--- src/rtl/pcm_repair_pkg.sv ---
package pcm_repair_pkg;
    typedef enum logic {
        CH_LEFT  = 1'b0,
        CH_RIGHT = 1'b1
    } chan_e;

    localparam int N_CHAN = 2;
endpackage

--- src/rtl/serial_word_rx.sv ---
module serial_word_rx #(
    parameter int W = 16
) (
    input  logic         clk,
    input  logic         rst,
    input  logic         bit_clk,
    input  logic         ser_data,
    input  logic         word_sel,
    input  logic         err_flag,
    output logic         word_vld,
    output logic [W-1:0] word,
    output logic         word_ch,
    output logic         word_err
);
    localparam int CW = $clog2(W + 1);

    typedef struct packed {
        logic          clk_prev;
        logic          ws;
        logic [CW-1:0] cnt;
        logic [W-1:0]  sh;
        logic          vld;
        logic [W-1:0]  word;
        logic          ch;
        logic          err;
    } rx_t;

    rx_t st_d, st_q;
    logic rise;

    always_comb begin
        st_d          = st_q;
        st_d.vld      = 1'b0;
        st_d.clk_prev = bit_clk;
        rise          = bit_clk & ~st_q.clk_prev;
        if (rise) begin
            st_d.ws = word_sel;
            if (word_sel != st_q.ws) begin
                st_d.cnt = CW'(1);
                st_d.sh  = {{(W-1){1'b0}}, ser_data};
            end else if (st_q.cnt < CW'(W)) begin
                st_d.cnt = st_q.cnt + CW'(1);
                st_d.sh  = {st_q.sh[W-2:0], ser_data};
                if (st_q.cnt == CW'(W - 1)) begin
                    st_d.vld  = 1'b1;
                    st_d.word = {st_q.sh[W-2:0], ser_data};
                    st_d.ch   = word_sel;
                    st_d.err  = err_flag;
                end
            end
        end
    end

    always_ff @(posedge clk) begin
        if (rst) begin
            st_q <= '0;
        end else begin
            st_q <= st_d;
        end
    end

    assign word_vld = st_q.vld;
    assign word     = st_q.word;
    assign word_ch  = st_q.ch;
    assign word_err = st_q.err;
endmodule

--- src/rtl/conceal_lane.sv ---
module conceal_lane #(
    parameter int W = 16
) (
    input  logic         clk,
    input  logic         rst,
    input  logic         in_vld,
    input  logic [W-1:0] in_word,
    input  logic         in_err,
    output logic         out_vld,
    output logic [W-1:0] out_smp
);
    typedef struct packed {
        logic         have_pend;
        logic [W-1:0] pend;
        logic         pend_err;
        logic [W-1:0] last_good;
        logic         vld;
        logic [W-1:0] smp;
    } lane_t;

    lane_t st_d, st_q;
    logic signed [W:0] mid_sum;

    always_comb begin
        st_d     = st_q;
        st_d.vld = 1'b0;
        mid_sum  = $signed({st_q.last_good[W-1], st_q.last_good})
                 + $signed({in_word[W-1], in_word})
                 + $signed((W+1)'(1));
        if (in_vld) begin
            if (st_q.have_pend) begin
                st_d.vld = 1'b1;
                if (!st_q.pend_err) begin
                    st_d.smp       = st_q.pend;
                    st_d.last_good = st_q.pend;
                end else if (!in_err) begin
                    st_d.smp = mid_sum[W:1];
                end else begin
                    st_d.smp = st_q.last_good;
                end
            end
            st_d.pend      = in_word;
            st_d.pend_err  = in_err;
            st_d.have_pend = 1'b1;
        end
    end

    always_ff @(posedge clk) begin
        if (rst) begin
            st_q <= '0;
        end else begin
            st_q <= st_d;
        end
    end

    assign out_vld = st_q.vld;
    assign out_smp = st_q.smp;
endmodule

--- src/rtl/level_ramp.sv ---
module level_ramp #(
    parameter int W         = 16,
    parameter int GAIN_BITS = 4,
    parameter int ATT_SHIFT = 2
) (
    input  logic                 clk,
    input  logic                 rst,
    input  logic                 in_vld,
    input  logic                 in_ch,
    input  logic [W-1:0]         in_smp,
    input  logic                 atten_n,
    input  logic                 mute_n,
    output logic                 out_vld,
    output logic                 out_ch,
    output logic [W-1:0]         out_smp,
    output logic [GAIN_BITS:0]   gain
);
    import pcm_repair_pkg::*;

    localparam int GW = GAIN_BITS + 1;
    localparam int PW = W + GW + 1;
    localparam logic [GW-1:0] FULL = GW'(1 << GAIN_BITS);
    localparam logic signed [PW-1:0] SMAX = PW'((1 << (W - 1)) - 1);
    localparam logic signed [PW-1:0] SMIN = ~SMAX;

    typedef struct packed {
        logic          vld;
        logic          ch;
        logic [W-1:0]  smp;
        logic [GW-1:0] gain;
    } lvl_t;

    lvl_t st_d, st_q;
    logic signed [W-1:0]  x_in;
    logic signed [W-1:0]  x_att;
    logic signed [PW-1:0] x_ext;
    logic signed [PW-1:0] g_ext;
    logic signed [PW-1:0] prod;
    logic signed [PW-1:0] scaled;

    function automatic logic [W-1:0] clamp(input logic signed [PW-1:0] v);
        if (v > SMAX) begin
            return SMAX[W-1:0];
        end else if (v < SMIN) begin
            return SMIN[W-1:0];
        end
        return v[W-1:0];
    endfunction

    always_comb begin
        st_d     = st_q;
        st_d.vld = 1'b0;
        x_in     = $signed(in_smp);
        x_att    = atten_n ? x_in : (x_in >>> ATT_SHIFT);
        x_ext    = PW'(x_att);
        g_ext    = $signed(PW'(st_q.gain));
        prod     = x_ext * g_ext;
        scaled   = prod >>> GAIN_BITS;
        if (in_vld) begin
            st_d.vld = 1'b1;
            st_d.ch  = in_ch;
            st_d.smp = clamp(scaled);
            if (in_ch == CH_RIGHT) begin
                if (!mute_n) begin
                    if (st_q.gain != '0) st_d.gain = st_q.gain - GW'(1);
                end else begin
                    if (st_q.gain != FULL) st_d.gain = st_q.gain + GW'(1);
                end
            end
        end
    end

    always_ff @(posedge clk) begin
        if (rst) begin
            st_q      <= '0;
            st_q.gain <= FULL;
        end else begin
            st_q <= st_d;
        end
    end

    assign out_vld = st_q.vld;
    assign out_ch  = st_q.ch;
    assign out_smp = st_q.smp;
    assign gain    = st_q.gain;
endmodule

--- src/rtl/pcm_repair.sv ---
module pcm_repair #(
    parameter int W         = 16,
    parameter int GAIN_BITS = 4,
    parameter int ATT_SHIFT = 2
) (
    input  logic         clk,
    input  logic         rst,
    input  logic         bit_clk,
    input  logic         ser_data,
    input  logic         word_sel,
    input  logic         err_flag,
    input  logic         atten_n,
    input  logic         mute_n,
    output logic [W-1:0] sample_o,
    output logic         chan_o,
    output logic         valid_o
);
    import pcm_repair_pkg::*;

    logic         rx_vld;
    logic [W-1:0] rx_word;
    logic         rx_ch;
    logic         rx_err;

    logic [N_CHAN-1:0] lane_vld;
    logic [W-1:0]      lane_smp [N_CHAN];

    logic         mix_vld;
    logic         mix_ch;
    logic [W-1:0] mix_smp;
    logic [GAIN_BITS:0] gain_w;

    serial_word_rx #(.W(W)) u_rx (
        .clk      (clk),
        .rst      (rst),
        .bit_clk  (bit_clk),
        .ser_data (ser_data),
        .word_sel (word_sel),
        .err_flag (err_flag),
        .word_vld (rx_vld),
        .word     (rx_word),
        .word_ch  (rx_ch),
        .word_err (rx_err)
    );

    for (genvar c = 0; c < N_CHAN; c++) begin : g_lane
        conceal_lane #(.W(W)) u_lane (
            .clk     (clk),
            .rst     (rst),
            .in_vld  (rx_vld && (rx_ch == 1'(c))),
            .in_word (rx_word),
            .in_err  (rx_err),
            .out_vld (lane_vld[c]),
            .out_smp (lane_smp[c])
        );
    end

    assign mix_vld = |lane_vld;
    assign mix_ch  = lane_vld[CH_RIGHT];
    assign mix_smp = lane_vld[CH_RIGHT] ? lane_smp[CH_RIGHT] : lane_smp[CH_LEFT];

    level_ramp #(.W(W), .GAIN_BITS(GAIN_BITS), .ATT_SHIFT(ATT_SHIFT)) u_lvl (
        .clk     (clk),
        .rst     (rst),
        .in_vld  (mix_vld),
        .in_ch   (mix_ch),
        .in_smp  (mix_smp),
        .atten_n (atten_n),
        .mute_n  (mute_n),
        .out_vld (valid_o),
        .out_ch  (chan_o),
        .out_smp (sample_o),
        .gain    (gain_w)
    );
endmodule

--- config.mk ---
export PLATFORM = sky130hd
export DESIGN_NAME = pcm_repair
export DESIGN_NICKNAME = d
export VERILOG_FILES = /design/src/rtl/pcm_repair_pkg.sv /design/src/rtl/serial_word_rx.sv /design/src/rtl/conceal_lane.sv /design/src/rtl/level_ramp.sv /design/src/rtl/pcm_repair.sv
export SDC_FILE = /design/constraint.sdc
export NUM_CORES = 1
export LEC_CHECK = 0
export ABC_AREA = 1
export BUFFER_PORTS_ARGS = -buffer_cell sky130_fd_sc_hd__buf_2
export CELL_PAD_IN_SITES_DETAIL_PLACEMENT = 1
export CELL_PAD_IN_SITES_GLOBAL_PLACEMENT = 2
export CORE_ASPECT_RATIO = 1.4
export CORE_MARGIN = 1.5
export CORE_UTILIZATION = 41
export CTS_BUF_LIST = sky130_fd_sc_hd__clkbuf_2 sky130_fd_sc_hd__clkbuf_4 sky130_fd_sc_hd__clkbuf_8
export CTS_CLUSTER_SIZE = 8
export DETAILED_ROUTE_END_ITERATION = 8
export GPL_TIMING_DRIVEN = 1
export PLACE_DENSITY = 0.87
export SLEW_MARGIN = 5
export SYNTH_ARGS = -nofsm -noshare
export SYNTH_HDL_FRONTEND = slang
export SYNTH_SLANG_ARGS = --single-unit
--- constraint.sdc ---
create_clock -name clk -period 14.6 [get_ports clk]
set_input_delay 2.92 -clock clk [delete_from_list [all_inputs] [get_ports clk]]
set_output_delay 2.92 -clock clk [all_outputs]
set_load 0.05 [all_outputs]
==> impl_results.md <==
* Metal-1 WL at roughly 13 mm
* Wire length of the first global-routing pass at 56.2 mm
* Top-area cell type share of the netlist area at ~30%
* Initial core utilization at between 40% and 50%
* Final non-filler cell total at around 2.0k
* Number of post-CTS setup repair buffers at 0
* Clock root cell: sky130_fd_sc_hd__clkbuf_8
* Post-synth EDFFs at 0
* Cell types with the largest area share after synthesis: sky130_fd_sc_hd__dfxtp_1 (30%), sky130_fd_sc_hd__nand2_1 (12%), sky130_fd_sc_hd__fa_1 (9.3%)
* Routed wire per std cell at 17.4 µm
* Y dimension of the die at ~200 µm
* Total met3 wirelength after detailed routing at 737 µm
* Total placed cells including tap cells at between 1.5k and 2k
* Critical Path AT at roughly 7.6 ns
* GRT Total Usage at between 20% and 30%
* Max Clock Skew at ~0.016 ns
* Critical Setup Path Class: in2reg
* Net Count, Synth at approximately 1.7k
* Worst slew margin at between 30% and 40%
* Result of the run: finished, final reports clean
* Top routing layer used: met4
* Final ANT Viol Nets at 0
* Initial antenna violation count at 1
* Area of the core region at about 0.027 mm²
* Power per unit of standard cell area at slightly below 70 mW/mm²
* Worst setup EP type: flop
* Setup TNS Final at 0 ns
* Area enclosed by the die boundary at ~0.028 mm²
* Cell Area, Synth at roughly 0.011 mm²
* Mean post-synth cell area at a little under 7 µm²
* Routed length on met2 at between 15 and 20 mm
* Total half-perimeter wirelength after legalization and detailed placement at ~27 mm
* Number of ports placed on the die boundary at 26
* Achievable frequency at 0.138 GHz
* Insertion delay to the later sink of the worst-skew pair at approximately 0.5 ns
* Via count at just over 10k
* Number of failing hold endpoints at the final stage at 0
* Leakage power at approximately 5.5 nW
* Remaining global-route overflow at 0
* TritonCTS clock tree: built
* X dimension of the die at between 100 and 150 µm
* Flops & latches, synth at between 150 and 200
* Final estimated routing congestion in global placement at roughly 0.86
* Maximum count of clock buffers along a single path at 2
* Starting DRC count in detailed routing at between 300 and 400
* Count of buffers inserted at the top-level ports at 25
* Largest vdd supply drop at between 0.06 and 0.07 mV
* Max Cap Violations at 0
* Count of unique library cells instantiated by Yosys at 40
* Count of pins over their slew limit at 0
* Final count of negative-setup-slack endpoints at 0
* Yosys warning total at 0
* PostCTS Resize Cnt at 0
* Synthesized instance count at about 1.6k
* Number of sinks driven by the clock tree at approximately 170
* Max FO, Critical Path at 15
* Filler cell count at about 3.5k
* Post-Route WL at ~35 mm
* Fraction of registers with async set or reset after synthesis at 0%
* Fraction of final layout cells sized beyond drive strength 1 at approximately 6.3%
* Cell row count at slightly above 70
* Number of global-route vias before repair at 10.9k
* RSZ-0062 raised after global routing: no
* Final clock period utilization by the worst path at slightly below 50%
* Number of nets in the layout at 1746
* DR pass1 iterations at 4
* Kind of launch point of the worst setup path: input port
* Final critical delay including setup and external delays at a little over 7 ns
* TritonCTS buffer count at 17
* Post-synthesis sequential area ratio at between 20 and 30%
* Pin count of the biggest net entering global routing at slightly above 70
* Area added between synthesis and finish at 7.21%
* Register clock-pin slew on the reported worst setup and hold paths at approximately 0.09 ns
* Area used by sequential logic in the layout at approximately 0.0033 mm²
* Tightest Hold Check Type: reg2reg
* Area used by multi-input combinational logic at about 0.0069 mm²
* Number of H-tree levels at 4
* Hold bufs inserted after CTS at 0
* Required time of the worst setup path at roughly 15 ns
* Via/cell ratio at between 5 and 6
* Flip-flop cell with the highest count after synthesis: sky130_fd_sc_hd__dfxtp_1
* Post-synth top area cell: sky130_fd_sc_hd__dfxtp_1
* Worst Tran Pin Value at just over 1 ns
* DRC violations left at 0
==> synth_stat cells, types with 2 or more instances <==
library cell and n:
sky130_fd_sc_hd__nand2_1 363, sky130_fd_sc_hd__nor2_1 225, sky130_fd_sc_hd__inv_1 198, sky130_fd_sc_hd__dfxtp_1 166, sky130_fd_sc_hd__a21oi_1 150, sky130_fd_sc_hd__o21ai_0 117
sky130_fd_sc_hd__ha_1 72, sky130_fd_sc_hd__nand3_1 68, sky130_fd_sc_hd__fa_1 52, sky130_fd_sc_hd__clkbuf_1 50, sky130_fd_sc_hd__xor2_1 22, sky130_fd_sc_hd__a31oi_1 19
sky130_fd_sc_hd__o211ai_1 14, sky130_fd_sc_hd__a21oi_2 10, sky130_fd_sc_hd__or2_2 10, sky130_fd_sc_hd__xnor2_1 9, sky130_fd_sc_hd__a21o_1 8, sky130_fd_sc_hd__nand4_1 7
sky130_fd_sc_hd__o21ai_1 7, sky130_fd_sc_hd__nand2_2 6, sky130_fd_sc_hd__a21boi_0 5, sky130_fd_sc_hd__nor3_1 5, sky130_fd_sc_hd__nor2_2 4, sky130_fd_sc_hd__buf_2 3
sky130_fd_sc_hd__buf_6 3, sky130_fd_sc_hd__clkinv_1 3, sky130_fd_sc_hd__nor4_1 3, sky130_fd_sc_hd__and2_1 2, sky130_fd_sc_hd__inv_2 2, sky130_fd_sc_hd__nor2_4 2
sky130_fd_sc_hd__o21bai_1 2, sky130_fd_sc_hd__o31ai_1 2
==> worst paths after layout <==
path,from,end,slack (ns),cells past startpoint
worst min-delay path,u_rx.st_q[33],u_rx.word[15],0.47,2
worst max-delay path,atten_n,u_lvl.out_smp[6],7.35,22
worst min register to register,u_rx.st_q[33],u_rx.word[15],0.47,2
worst max register to register,g_lane[1].u_lane.out_vld,u_lvl.out_smp[6],9.23,22
==> where the power goes <==
group	internal (W)	leakage [nW]	total (W)	switching (W)
Sequential	0.000453	1.34	0.000454	0.000000954
Clock	0.000160	0.192	0.000338	0.000178
Combinational	0.0000119	4.00	0.0000416	0.0000297
Total	0.000625	5.53	0.000834	0.000209
==> layout make-up <==
cell class,count,area share (%)
Multi-Input combinational cell,1191,57.3
Timing Repair Buffer,34,1.62
Tap cell,365,3.80
Sequential cell,166,27.6
Clock inverter,11,1.06
Antenna cell,1,0.0208
Inverter,204,6.41
Clock buffer,20,2.18
==> worst max-delay path: stages <==
cell and delay (ns):
sky130_fd_sc_hd__buf_2 0.22, sky130_fd_sc_hd__inv_1 0.22, sky130_fd_sc_hd__o21ai_0 0.60, sky130_fd_sc_hd__nor2_1 0.15
sky130_fd_sc_hd__fa_1 0.53, sky130_fd_sc_hd__fa_1 0.49, sky130_fd_sc_hd__inv_1 0.05, sky130_fd_sc_hd__fa_1 0.52
sky130_fd_sc_hd__inv_1 0.04, sky130_fd_sc_hd__ha_1 0.35, sky130_fd_sc_hd__a21oi_1 0.22, sky130_fd_sc_hd__nand2_1 0.13
sky130_fd_sc_hd__nand2_1 0.10, sky130_fd_sc_hd__nand2_2 0.09, sky130_fd_sc_hd__nand3_1 0.10, sky130_fd_sc_hd__nand2_1 0.06
sky130_fd_sc_hd__nand2_1 0.06, sky130_fd_sc_hd__nand2_1 0.06, sky130_fd_sc_hd__inv_1 0.06, sky130_fd_sc_hd__nand2_2 0.07
sky130_fd_sc_hd__a21oi_4 0.45, sky130_fd_sc_hd__a21oi_1 0.13
==> metrics by stage <==
| step | util, % | worst slack, ns | power, W | cell area [µm²] | hold slack [ns] |
|---|---|---|---|---|---|
| floorplan | - | 7.78 | 0.000495 | 11200 | 0.436 |
| global placement | 43.2 | 6.96 | 0.000507 | 11600 | 0.449 |
| detailed placement | 43.2 | 6.81 | 0.000507 | 11600 | 0.455 |
| CTS | 44.7 | 7.36 | 0.000844 | 12000 | 0.469 |
| global route | 44.7 | 6.95 | 0.000866 | 12000 | 0.498 |
| finish | 44.7 | 7.35 | 0.000834 | 12000 | 0.465 |
==> cells in the final DEF (no fill, tap or decap), types with 24 or more instances in the layout <==
cell type,synthesis,final
sky130_fd_sc_hd__dfxtp_1,166,166
sky130_fd_sc_hd__o21ai_0,117,117
sky130_fd_sc_hd__nand2_1,363,363
sky130_fd_sc_hd__nand3_1,68,68
sky130_fd_sc_hd__inv_1,198,197
sky130_fd_sc_hd__a21oi_1,150,150
sky130_fd_sc_hd__buf_2,3,24
sky130_fd_sc_hd__fa_1,52,52
sky130_fd_sc_hd__ha_1,72,72
sky130_fd_sc_hd__nor2_1,225,225
==> cells by family (layout without fill, tap and decap cells) <==
family | Yosys count | after routing | share of synthesized area, %
XOR/XNOR | 31 | 31 | 2.42
AND/OR/NAND/NOR | 697 | 697 | 25.1
multiplexers | 1 | 1 | 0.0892
flip-flops | 166 | 166 | 29.6
adder cells (fa/ha/maj) | 124 | 124 | 17.3
buffers and inverters | 260 | 269 | 8.98
AO/OA/AOI/OAI | 338 | 338 | 16.5
other | 0 | 1 | 0
==> routing by layer <==
layer,track usage [%],up-vias
met3,3.66,59
met5,0,-
met2,50.0,126
met4,14.1,0
met1,26.6,5003
li1,-,5173
==> flip-flops by register name (all words and copies together) (netlist names) <==
register and cells:
u_lvl.out_vld 1, u_lvl.out_smp 16, u_rx.word 16, g_lane.u_lane.st_q 68
u_lvl.gain 5, u_rx.word_err 1, g_lane.u_lane.out_vld 2, u_rx.word_vld 1
u_lvl.out_ch 1, g_lane.u_lane.out_smp 32, u_rx.st_q 22, u_rx.word_ch 1
Power figures use the tool's default switching activity.
